**src/rtl/nand_seq_pkg.sv**
```systemverilog
package nand_seq_pkg;

   typedef enum logic [3:0] {
      S_IDLE, S_CMD, S_ADDR, S_CONF, S_WLO, S_WHI, S_DATA, S_FIN
   } seq_st_t;

   // control word field positions (decoded by the host side, so fixed)
   localparam int C1_GO    = 31;
   localparam int C1_AEN   = 30;
   localparam int C1_NA_LO = 27;
   localparam int C1_RD    = 26;
   localparam int C1_WR    = 25;
   localparam int C1_CS    = 19;
   localparam int C2_CONF  = 8;

endpackage

```
**src/rtl/nand_strobe_gen.sv**
```systemverilog
module nand_strobe_gen #(
   parameter int T_W = 4
) (
   input  logic           clk,
   input  logic           rst_n,
   input  logic           clr,
   input  logic           start,
   input  logic [T_W-1:0] tlen,
   output logic           active,
   output logic           low,
   output logic           sample,
   output logic           done
);

   logic           act_q;
   logic           hi_q;
   logic [T_W-1:0] cnt_q;
   logic [T_W-1:0] tl_q;

   always_ff @(posedge clk or negedge rst_n) begin
      if (!rst_n) begin
         act_q <= 1'b0;
         hi_q  <= 1'b0;
         cnt_q <= '0;
         tl_q  <= '0;
      end else if (clr) begin
         act_q <= 1'b0;
         hi_q  <= 1'b0;
         cnt_q <= '0;
      end else if (start && !act_q) begin
         act_q <= 1'b1;
         hi_q  <= 1'b0;
         cnt_q <= tlen;
         tl_q  <= tlen;
      end else if (act_q) begin
         if (cnt_q == '0) begin
            if (!hi_q) begin
               hi_q  <= 1'b1;
               cnt_q <= tl_q;
            end else begin
               act_q <= 1'b0;
            end
         end else begin
            cnt_q <= cnt_q - 1'b1;
         end
      end
   end

   assign active = act_q;
   assign low    = act_q && !hi_q;
   assign sample = low && (cnt_q == '0);
   assign done   = act_q && hi_q && (cnt_q == '0);


   low_ends_after_sample_chk: assert property (@(posedge clk) disable iff (!rst_n || clr)
      sample |=> (active && !low));

endmodule

```
**src/rtl/nand_rb_sync.sv**
```systemverilog
module nand_rb_sync #(
   parameter bit SYNC = 1'b1
) (
   input  logic clk,
   input  logic rst_n,
   input  logic rb_in,
   output logic rb_out
);

   generate
      if (SYNC) begin : g_sync
         logic [1:0] sq;
         always_ff @(posedge clk or negedge rst_n) begin
            if (!rst_n) sq <= 2'b11;
            else        sq <= {sq[0], rb_in};
         end
         assign rb_out = sq[1];
      end else begin : g_direct
         assign rb_out = rb_in;
      end
   endgenerate

endmodule

```
**src/rtl/nand_irq_flags.sv**
```systemverilog
module nand_irq_flags (
   input  logic       clk,
   input  logic       rst_n,
   input  logic       clr,
   input  logic       fin,
   input  logic       had_xfer,
   input  logic       err_set,
   input  logic [2:0] clr_bits,
   output logic       cmd_done,
   output logic       xfer_done,
   output logic       err
);

   always_ff @(posedge clk or negedge rst_n) begin
      if (!rst_n) begin
         cmd_done  <= 1'b0;
         xfer_done <= 1'b0;
         err       <= 1'b0;
      end else if (clr) begin
         cmd_done  <= 1'b0;
         xfer_done <= 1'b0;
         err       <= 1'b0;
      end else begin
         if (fin)               cmd_done  <= 1'b1;
         else if (clr_bits[0])  cmd_done  <= 1'b0;
         if (fin && had_xfer)   xfer_done <= 1'b1;
         else if (clr_bits[1])  xfer_done <= 1'b0;
         if (err_set)           err       <= 1'b1;
         else if (clr_bits[2])  err       <= 1'b0;
      end
   end

endmodule

```
**src/rtl/nand_cmd_seq.sv**
```systemverilog
module nand_cmd_seq
   import nand_seq_pkg::*;
#(
   parameter int LEN_W   = 12,
   parameter int T_W     = 4,
   parameter bit SYNC_RB = 1'b1
) (
   input  logic             clk,
   input  logic             rst_n,
   input  logic             seq_clr,
   input  logic             cmd_wr,
   input  logic [31:0]      cmd_word,
   input  logic [8:0]       cfg_ctl2,
   input  logic [15:0]      cfg_addr_lo,
   input  logic [23:0]      cfg_addr_hi,
   input  logic [LEN_W-1:0] cfg_len,
   input  logic [T_W-1:0]   cfg_tstrobe,
   input  logic [2:0]       irq_clr,
   output logic             busy,
   output logic             irq_cmd_done,
   output logic             irq_xfer_done,
   output logic             err_busy,
   output logic [1:0]       nf_ce_n,
   output logic             nf_cle,
   output logic             nf_ale,
   output logic             nf_we_n,
   output logic             nf_re_n,
   output logic [7:0]       nf_dq_out,
   output logic             nf_dq_oe,
   input  logic [7:0]       nf_dq_in,
   input  logic             nf_rb_n,
   output logic [LEN_W-1:0] buf_addr,
   output logic             buf_wr,
   output logic [7:0]       buf_wdata,
   input  logic [7:0]       buf_rdata
);

   localparam int NA_W   = 3;
   localparam int ADDR_W = 40;

   generate
      if (LEN_W < NA_W) begin : g_bad_len
         $error("LEN_W must cover the address cycle index");
      end
      if (T_W < 1) begin : g_bad_t
         $error("T_W must be at least 1");
      end
   endgenerate

   seq_st_t           st;
   logic [7:0]        op1, op2;
   logic              conf_en, aen, rd, wr, cs;
   logic [NA_W-1:0]   na;
   logic [ADDR_W-1:0] abytes;
   logic [LEN_W-1:0]  len, idx;
   logic [T_W-1:0]    tsel;

   logic s_act, s_low, s_sample, s_done, s_start;
   logic rb, launch, strobe_st, rd_data;
   logic [7:0] abyte;
   seq_st_t after_addr;

   logic unused_cmd_bits;
   assign unused_cmd_bits = ^{cmd_word[24:20], cmd_word[18:8]};

   assign busy   = (st != S_IDLE);
   assign launch = cmd_wr && cmd_word[C1_GO] && !busy;

   always_comb begin
      if (rd)       after_addr = conf_en ? S_CONF : ((len != '0) ? S_DATA : S_FIN);
      else if (wr)  after_addr = (len != '0) ? S_DATA : (conf_en ? S_CONF : S_FIN);
      else          after_addr = conf_en ? S_CONF : S_FIN;
   end

   always_ff @(posedge clk or negedge rst_n) begin
      if (!rst_n) begin
         st <= S_IDLE;  op1 <= '0;  op2 <= '0;  conf_en <= 1'b0;
         aen <= 1'b0;   rd <= 1'b0; wr <= 1'b0; cs <= 1'b0;
         na <= '0;      abytes <= '0; len <= '0; idx <= '0; tsel <= '0;
      end else if (seq_clr) begin
         st  <= S_IDLE;
         idx <= '0;
      end else begin
         case (st)
            S_IDLE: if (launch) begin
               op1     <= cmd_word[7:0];
               aen     <= cmd_word[C1_AEN];
               na      <= cmd_word[C1_NA_LO +: NA_W];
               rd      <= cmd_word[C1_RD];
               wr      <= cmd_word[C1_WR] & ~cmd_word[C1_RD];
               cs      <= cmd_word[C1_CS];
               op2     <= cfg_ctl2[7:0];
               conf_en <= cfg_ctl2[C2_CONF];
               abytes  <= {cfg_addr_hi, cfg_addr_lo};
               len     <= cfg_len;
               tsel    <= cfg_tstrobe;
               idx     <= '0;
               st      <= S_CMD;
            end
            S_CMD: if (s_done) begin
               st  <= aen ? S_ADDR : after_addr;
               idx <= '0;
            end
            S_ADDR: if (s_done) begin
               if (idx == {{(LEN_W-NA_W){1'b0}}, na}) begin
                  st  <= after_addr;
                  idx <= '0;
               end else begin
                  idx <= idx + 1'b1;
               end
            end
            S_CONF: if (s_done) st <= S_WLO;
            S_WLO:  if (!rb) st <= S_WHI;
            S_WHI:  if (rb) begin
               st  <= (rd && len != '0) ? S_DATA : S_FIN;
               idx <= '0;
            end
            S_DATA: if (s_done) begin
               if (idx == len - 1'b1) begin
                  st  <= (wr && conf_en) ? S_CONF : S_FIN;
                  idx <= '0;
               end else begin
                  idx <= idx + 1'b1;
               end
            end
            S_FIN:   st <= S_IDLE;
            default: st <= S_IDLE;
         endcase
      end
   end

   assign strobe_st = (st == S_CMD) || (st == S_ADDR) || (st == S_CONF) || (st == S_DATA);
   assign s_start   = strobe_st && !s_act;
   assign rd_data   = (st == S_DATA) && rd;

   nand_strobe_gen #(.T_W(T_W)) u_strobe (
      .clk(clk), .rst_n(rst_n), .clr(seq_clr), .start(s_start), .tlen(tsel),
      .active(s_act), .low(s_low), .sample(s_sample), .done(s_done)
   );

   nand_rb_sync #(.SYNC(SYNC_RB)) u_rb (
      .clk(clk), .rst_n(rst_n), .rb_in(nf_rb_n), .rb_out(rb)
   );

   nand_irq_flags u_flags (
      .clk(clk), .rst_n(rst_n), .clr(seq_clr), .fin(st == S_FIN),
      .had_xfer(rd || wr), .err_set(cmd_wr && cmd_word[C1_GO] && busy),
      .clr_bits(irq_clr), .cmd_done(irq_cmd_done), .xfer_done(irq_xfer_done),
      .err(err_busy)
   );

   assign abyte = 8'(abytes >> {idx[NA_W-1:0], 3'b000});

   always_comb begin
      case (st)
         S_CMD:   nf_dq_out = op1;
         S_CONF:  nf_dq_out = op2;
         S_ADDR:  nf_dq_out = abyte;
         S_DATA:  nf_dq_out = buf_rdata;
         default: nf_dq_out = 8'h00;
      endcase
   end

   assign nf_dq_oe  = strobe_st && !rd_data;
   assign nf_cle    = (st == S_CMD) || (st == S_CONF);
   assign nf_ale    = (st == S_ADDR);
   assign nf_we_n   = !(s_low && !rd_data);
   assign nf_re_n   = !(s_low && rd_data);
   assign nf_ce_n   = busy ? (cs ? 2'b01 : 2'b10) : 2'b11;
   assign buf_addr  = idx;
   assign buf_wr    = s_sample && rd_data;
   assign buf_wdata = nf_dq_in;


   we_re_excl_chk: assert property (@(posedge clk) disable iff (!rst_n)
      !(!nf_we_n && !nf_re_n));


   cle_ale_excl_chk: assert property (@(posedge clk) disable iff (!rst_n)
      !(nf_cle && nf_ale));


   one_ce_chk: assert property (@(posedge clk) disable iff (!rst_n)
      busy |-> ($countones(nf_ce_n) == 1));


   err_on_busy_chk: assert property (@(posedge clk) disable iff (!rst_n || seq_clr)
      (busy && cmd_wr && cmd_word[C1_GO]) |=> err_busy);


   done_when_idle_chk: assert property (@(posedge clk) disable iff (!rst_n || seq_clr)
      $rose(irq_cmd_done) |-> !busy);


   wait_after_conf_chk: assert property (@(posedge clk) disable iff (!rst_n || seq_clr)
      (st == S_WLO) |-> ($past(st) == S_CONF || $past(st) == S_WLO));

endmodule

```
**config.mk**
```make
export PLATFORM = sky130hd
export DESIGN_NAME = nand_cmd_seq
export DESIGN_NICKNAME = d
export VERILOG_FILES = /design/src/rtl/nand_seq_pkg.sv /design/src/rtl/nand_strobe_gen.sv /design/src/rtl/nand_rb_sync.sv /design/src/rtl/nand_irq_flags.sv /design/src/rtl/nand_cmd_seq.sv
export SDC_FILE = /design/constraint.sdc
export NUM_CORES = 1
export LEC_CHECK = 0
export BUFFER_PORTS_ARGS = -buffer_cell sky130_fd_sc_hd__buf_2
export CAP_MARGIN = 40
export CELL_PAD_IN_SITES_DETAIL_PLACEMENT = 0
export CELL_PAD_IN_SITES_GLOBAL_PLACEMENT = 1
export CORE_AREA = 2 2 98 147
export CTS_CLUSTER_DIAMETER = 200
export DETAILED_ROUTE_END_ITERATION = 16
export DIE_AREA = 0 0 100 149
export MAX_ROUTING_LAYER = met4
export PLACE_DENSITY = 0.94
export SLEW_MARGIN = 25
export SYNTH_ARGS = -nofsm -noshare
export SYNTH_HDL_FRONTEND = slang
export SYNTH_HIERARCHICAL = 1
export SYNTH_SLANG_ARGS = --single-unit
```
**constraint.sdc**
```tcl
create_clock -name clk -period 5.35 [get_ports clk]
set_clock_uncertainty 0.05 [all_clocks]
set_input_delay 1.07 -clock clk [delete_from_list [all_inputs] [get_ports clk]]
set_output_delay 1.07 -clock clk [all_outputs]
set_load 0.03 [all_outputs]
```
==> impl_metrics.toml, run 1 <==
[global_routing]
grt_max_degree = 52
grt_first_pass_wirelength_mm = 22.91
grt_usage_pct = 20.10
first_global_vias = 4650
antenna_found_initial = 1
grt.overflow.total = 0

[placed_design]
portBuffers = 128
hpwl_mm = 10.67
place_congestion = 0.8851

[synth]
syn_area_mm2 = 0.005869
ys_types = 70
synth_area_per_cell_um2 = 11.49
async_flop_share_pct = 100.0
yosys_register_bits = 110
ys_seq_area_share_pct = 46.94
netlist_instances = 511
yosysWarnings = 6
syn_nets = 637
ys.flop_type = "dfrtp_1"
synth_edf_count = 0

[clock_tree]
clockRootBuffer = "clkbuf_16"
cts_made_buffers = 9
postCtsSetupBuffers = 0
cts_max_path_buffers = 2
cts-resized-gates = 0
h-tree-depth = 3
clkSinkCount = 110
cts_hold_buf = 0

[floorplanning]
start_util_pct = 42.55
dieHeight_um = 149
io_pins = 161
die_w_um = 100
rows = 53

[outcome]
status = "stopped before the end"
haltStage = "detailed routing"
stop_error = "[ERROR DRT-0255] Maze Route cannot find path of net nf_dq_in[3] in worker of routeBox ( 48300 96600 ) ( 100000 149000 )."
cells by family after synthesis:
group / count (synthesis) / synth area share (%)
multiplexers: 92 / 19.21
adder cells (fa/ha/maj): 5 / 1.066
AND/OR/NAND/NOR: 121 / 11.81
buffers and inverters: 51 / 4.775
AO/OA/AOI/OAI: 114 / 13.52
XOR/XNOR: 18 / 2.686
flip-flops: 110 / 46.94
stage by stage:
step | setup WS (ns) | std cells | util [%] | hold slack [ns] | instance area [µm²]
3_3_place_gp | 1.758 | 771 | 47.26 | 0.2973 | 6519
3_5_place_dp | 1.841 | 774 | 47.64 | 0.2991 | 6571
2_1_floorplan | 1.909 | 511 | - | 0.2952 | 5869
4_1_cts | 1.451 | 790 | 49.80 | 0.3107 | 6869
5_1_grt | 1.257 | 792 | 49.90 | 0.3145 | 6883
metal layers:
layer,track usage (%)
met1,22.47
met3,3.327
met4,11.23
met5,-
met2,33.95
Yosys cell counts, drive strengths merged, types with 3 or more instances:
cell type | instances | area share (%)
a22oi | 16 | 2.0
or4 | 3 | 0.45
a31oi | 4 | 0.43
nor4 | 5 | 0.79
xnor2 | 12 | 1.8
nor2 | 25 | 1.7
mux2 | 82 | 16
nand3 | 5 | 0.43
ha | 5 | 1.1
or2b | 3 | 0.38
nor2b | 4 | 0.43
nand3b | 3 | 0.38
a21oi | 21 | 1.9
nand2b | 9 | 0.96
buf | 19 | 2.5
dfrtp | 108 | 46
nand2 | 20 | 1.3
clkbuf | 16 | 1.2
o21ai | 31 | 2.8
inv | 14 | 0.90
mux4 | 8 | 3.1
nor3 | 9 | 0.77
xor2 | 6 | 0.90
a22o | 18 | 2.7
and3 | 12 | 1.3
and2b | 9 | 1.2
==> run 2, diff against run 1 <==
CELL_PAD_IN_SITES_DETAIL_PLACEMENT = not set   (was 0)
CELL_PAD_IN_SITES_GLOBAL_PLACEMENT = not set   (was 1)
CORE_AREA = 2 2 125 127   (was 2 2 98 147)
CTS_CLUSTER_DIAMETER = not set   (was 200)
DIE_AREA = 0 0 127 129   (was 0 0 100 149)
MAX_ROUTING_LAYER = not set   (was met4)
PLACE_DENSITY = not set   (was 0.94)
PLACE_DENSITY_LB_ADDON = 0.15   (was not set)
==> run 2 against run 1 <==
The run now ends clean. Area after synthesis stayed put. Global-route usage is 2.2 points lower. Synthesized cell count stayed put.
==> impl_metrics.toml, run 2 <==
[outcome]
status = "complete, no violations"

[cells_and_area]
multi_input_area_mm2 = 0.002839
final_common_cell = "buf_2"
drive_gt1_share_pct = 40.83
area_growth_syn_to_layout_pct = 18.82
largest_register_ffs = 40
seqCellArea_mm2 = 0.002755
layout_common_cells = "buf_2, dfrtp_1, mux2_2"
fin_nets = 748
fill_cells = 1441
finalCoreUtilization_pct = 46.57
largest-register = "abytes"

[synth]
yosysWarnings = 6
netlist_top_cells_count = "dfrtp_1, mux2_2, nor2_1"
synth_compound_area_share_pct = 13.52
synth_mux_area_share_pct = 19.21
synth_top_family_by_area = "multiplexers"
synthSimpleGateAreaFrac_pct = 11.81
ys.flop_type = "dfrtp_1"
synth_area_leaders = "dfrtp_1, mux2_2, mux4_2"
synth_edf_count = 0
ys_seq_area_share_pct = 46.94
ys_types = 70
synth_area_per_cell_um2 = 11.49
synthAdderAreaFrac_pct = 1.066
netlist_instances = 511
synth.top_cell.area_share_pct = 46.05
syn_nets = 637
synth_most_common_cell = "dfrtp_1"
syn_area_mm2 = 0.005869
synth_top_area_cell = "dfrtp_1"
yosys_register_bits = 110
synth_xor_area_share_pct = 2.686
async_flop_share_pct = 100.0

[placed_design]
portBuffers = 128
dpl_worst_slack_ns = 1.768
hpwl_mm = 10.40
place_congestion = 0.8060

[clock_tree]
cts_tree = "done"
cts_made_buffers = 9
cts_max_path_buffers = 2
postCtsSetupBuffers = 0
clkSinkCount = 110
cts-resized-gates = 0
cts_hold_buf = 0
clk_pin_slew_ns = 0.07
clkLatencyLatePin_ns = 0.36
h-tree-depth = 3
clockRootBuffer = "clkbuf_16"

[global_routing]
grt.overflow.total = 0
antenna_found_initial = 4
first_global_vias = 4505
grt_usage_pct = 17.86
grt_first_pass_wirelength_mm = 22.98
grt_max_degree = 54

[worst_setup_path]
worst_setup_path_end_kind = "output pin"
timing.rr.start = "len[2]$_DFFE_PN0P_"
start_kind = "register"
r2r-end = "buf_addr[0]$_DFFE_PN0P_"
crit_required_ns = 4.23
cp.arrival_ns = 2.85
critPathLaunch = "st[2]$_DFFE_PN0P_"
worstSetupEndpoint = "nf_dq_out[6]"
critPathKind = "register to output pin"
rr_worst_depth = 7
regToRegSetupSlack_ns = 2.32
crit_fanout = 20

[floorplanning]
rows = 45
start_util_pct = 39.19
dieHeight_um = 129
core-area_mm2 = 0.01498
die_w_um = 127
io_pins = 161
die_area_mm2 = 0.01638

[timing]
setup_viol = 0
fmax_ghz = 0.2520
rsz0062_at_grt = "no"
hold_viol_final = 0
max_slew_margin_pct = 48.93
timing.final.crit_period_ns = 3.968
worst_pin_slew_ns = 0.7660
finalCritPeriodShare_pct = 74.17
fin_ws_ns = 1.382
slew_viol_final = 0
setup_tns_ns = 0

[routing]
vias = 4368
wl_mm = 14.04
ant_nets = 0
drcViolationCount = 0
vias_per_cell = 5.340
drt-initial-drc-count = 131
wl_per_cell_um = 17.16
drtPass1Iterations = 4

[power_and_ir_drop]
ir_drop_mv = 0.2109
cellLeakagePower_nw = 3.192
cellPowerDensity_mw_per_mm2 = 510.0

[job]
maxCapViolCount = 0

[min_path]
hp-class = "register to register"
## run 2: per-stage QoR
stage,hold WS [ns],total power [W],instances,instance area [µm²]
final,0.3095,0.003557,818,6974
after global routing,0.3174,0.003813,816,6969
after CTS,0.3098,0.003592,814,6962
after detailed placement,0.2990,0.002808,798,6618
after global placement,0.2988,0.002742,796,6563
after floorplan,0.2952,0.002474,511,5869
## run 2: cell families (layout without fill, tap and decap cells)
family | Yosys count | in the layout
other | 0 | 3
buffers and inverters | 51 | 167
multiplexers | 92 | 92
flip-flops | 110 | 110
AO/OA/AOI/OAI | 114 | 114
AND/OR/NAND/NOR | 121 | 121
XOR/XNOR | 18 | 18
adder cells (fa/ha/maj) | 5 | 5
## run 2: worst min path at each step
| stage | from | endpoint | slack [ns] | cells after the start |
|---|---|---|---|---|
| 2_1_floorplan | u_rb/g_sync.sq[0]$_DFF_PN1_ | u_rb/g_sync.sq[1]$_DFF_PN1_ | 0.30 | 0 |
| 3_3_place_gp | u_rb/g_sync.sq[0]$_DFF_PN1_ | u_rb/g_sync.sq[1]$_DFF_PN1_ | 0.30 | 0 |
| 3_5_place_dp | u_rb/g_sync.sq[0]$_DFF_PN1_ | u_rb/g_sync.sq[1]$_DFF_PN1_ | 0.30 | 0 |
| 4_1_cts | u_rb/g_sync.sq[0]$_DFF_PN1_ | u_rb/g_sync.sq[1]$_DFF_PN1_ | 0.31 | 0 |
| 5_1_grt | u_rb/g_sync.sq[0]$_DFF_PN1_ | u_rb/g_sync.sq[1]$_DFF_PN1_ | 0.32 | 0 |
| 6_report | u_rb/g_sync.sq[0]$_DFF_PN1_ | u_rb/g_sync.sq[1]$_DFF_PN1_ | 0.31 | 0 |
## run 2: power by group
group / switching (W) / internal, W
logic: 0.000622 / 0.000666
registers: 0.000313 / 0.00118
clock network: 0.000315 / 0.000461
## run 2: final cells by class
type,count,area share [%]
inverters,16,0.8611
diodes,3,0.1076
repair buffers,135,10.51
flip-flops and latches,110,39.50
well taps,188,3.373
clock inverters,6,1.651
clock buffers,10,3.283
multi-input cells,350,40.71
## run 2: per-layer routing
layer | part of all wire, % | track usage, % | vias up
met5 | 0 | 0 | -
met3 | 8.0 | 6.112 | 27
met2 | 46 | 27.51 | 111
li1 | - | - | 2090
met1 | 43 | 22.49 | 2140
met4 | 2.9 | 9.050 | 0
## run 2: worst max-delay path, stage by stage (launching register included)
cell and delay (ns):
dfrtp_1 0.80, clkinv_1 0.43, nor2_1 0.59, a22o_1 0.24
a22oi_1 0.08, o21ai_0 0.11, buf_2 0.23
(Power assumes the default switching activity.)
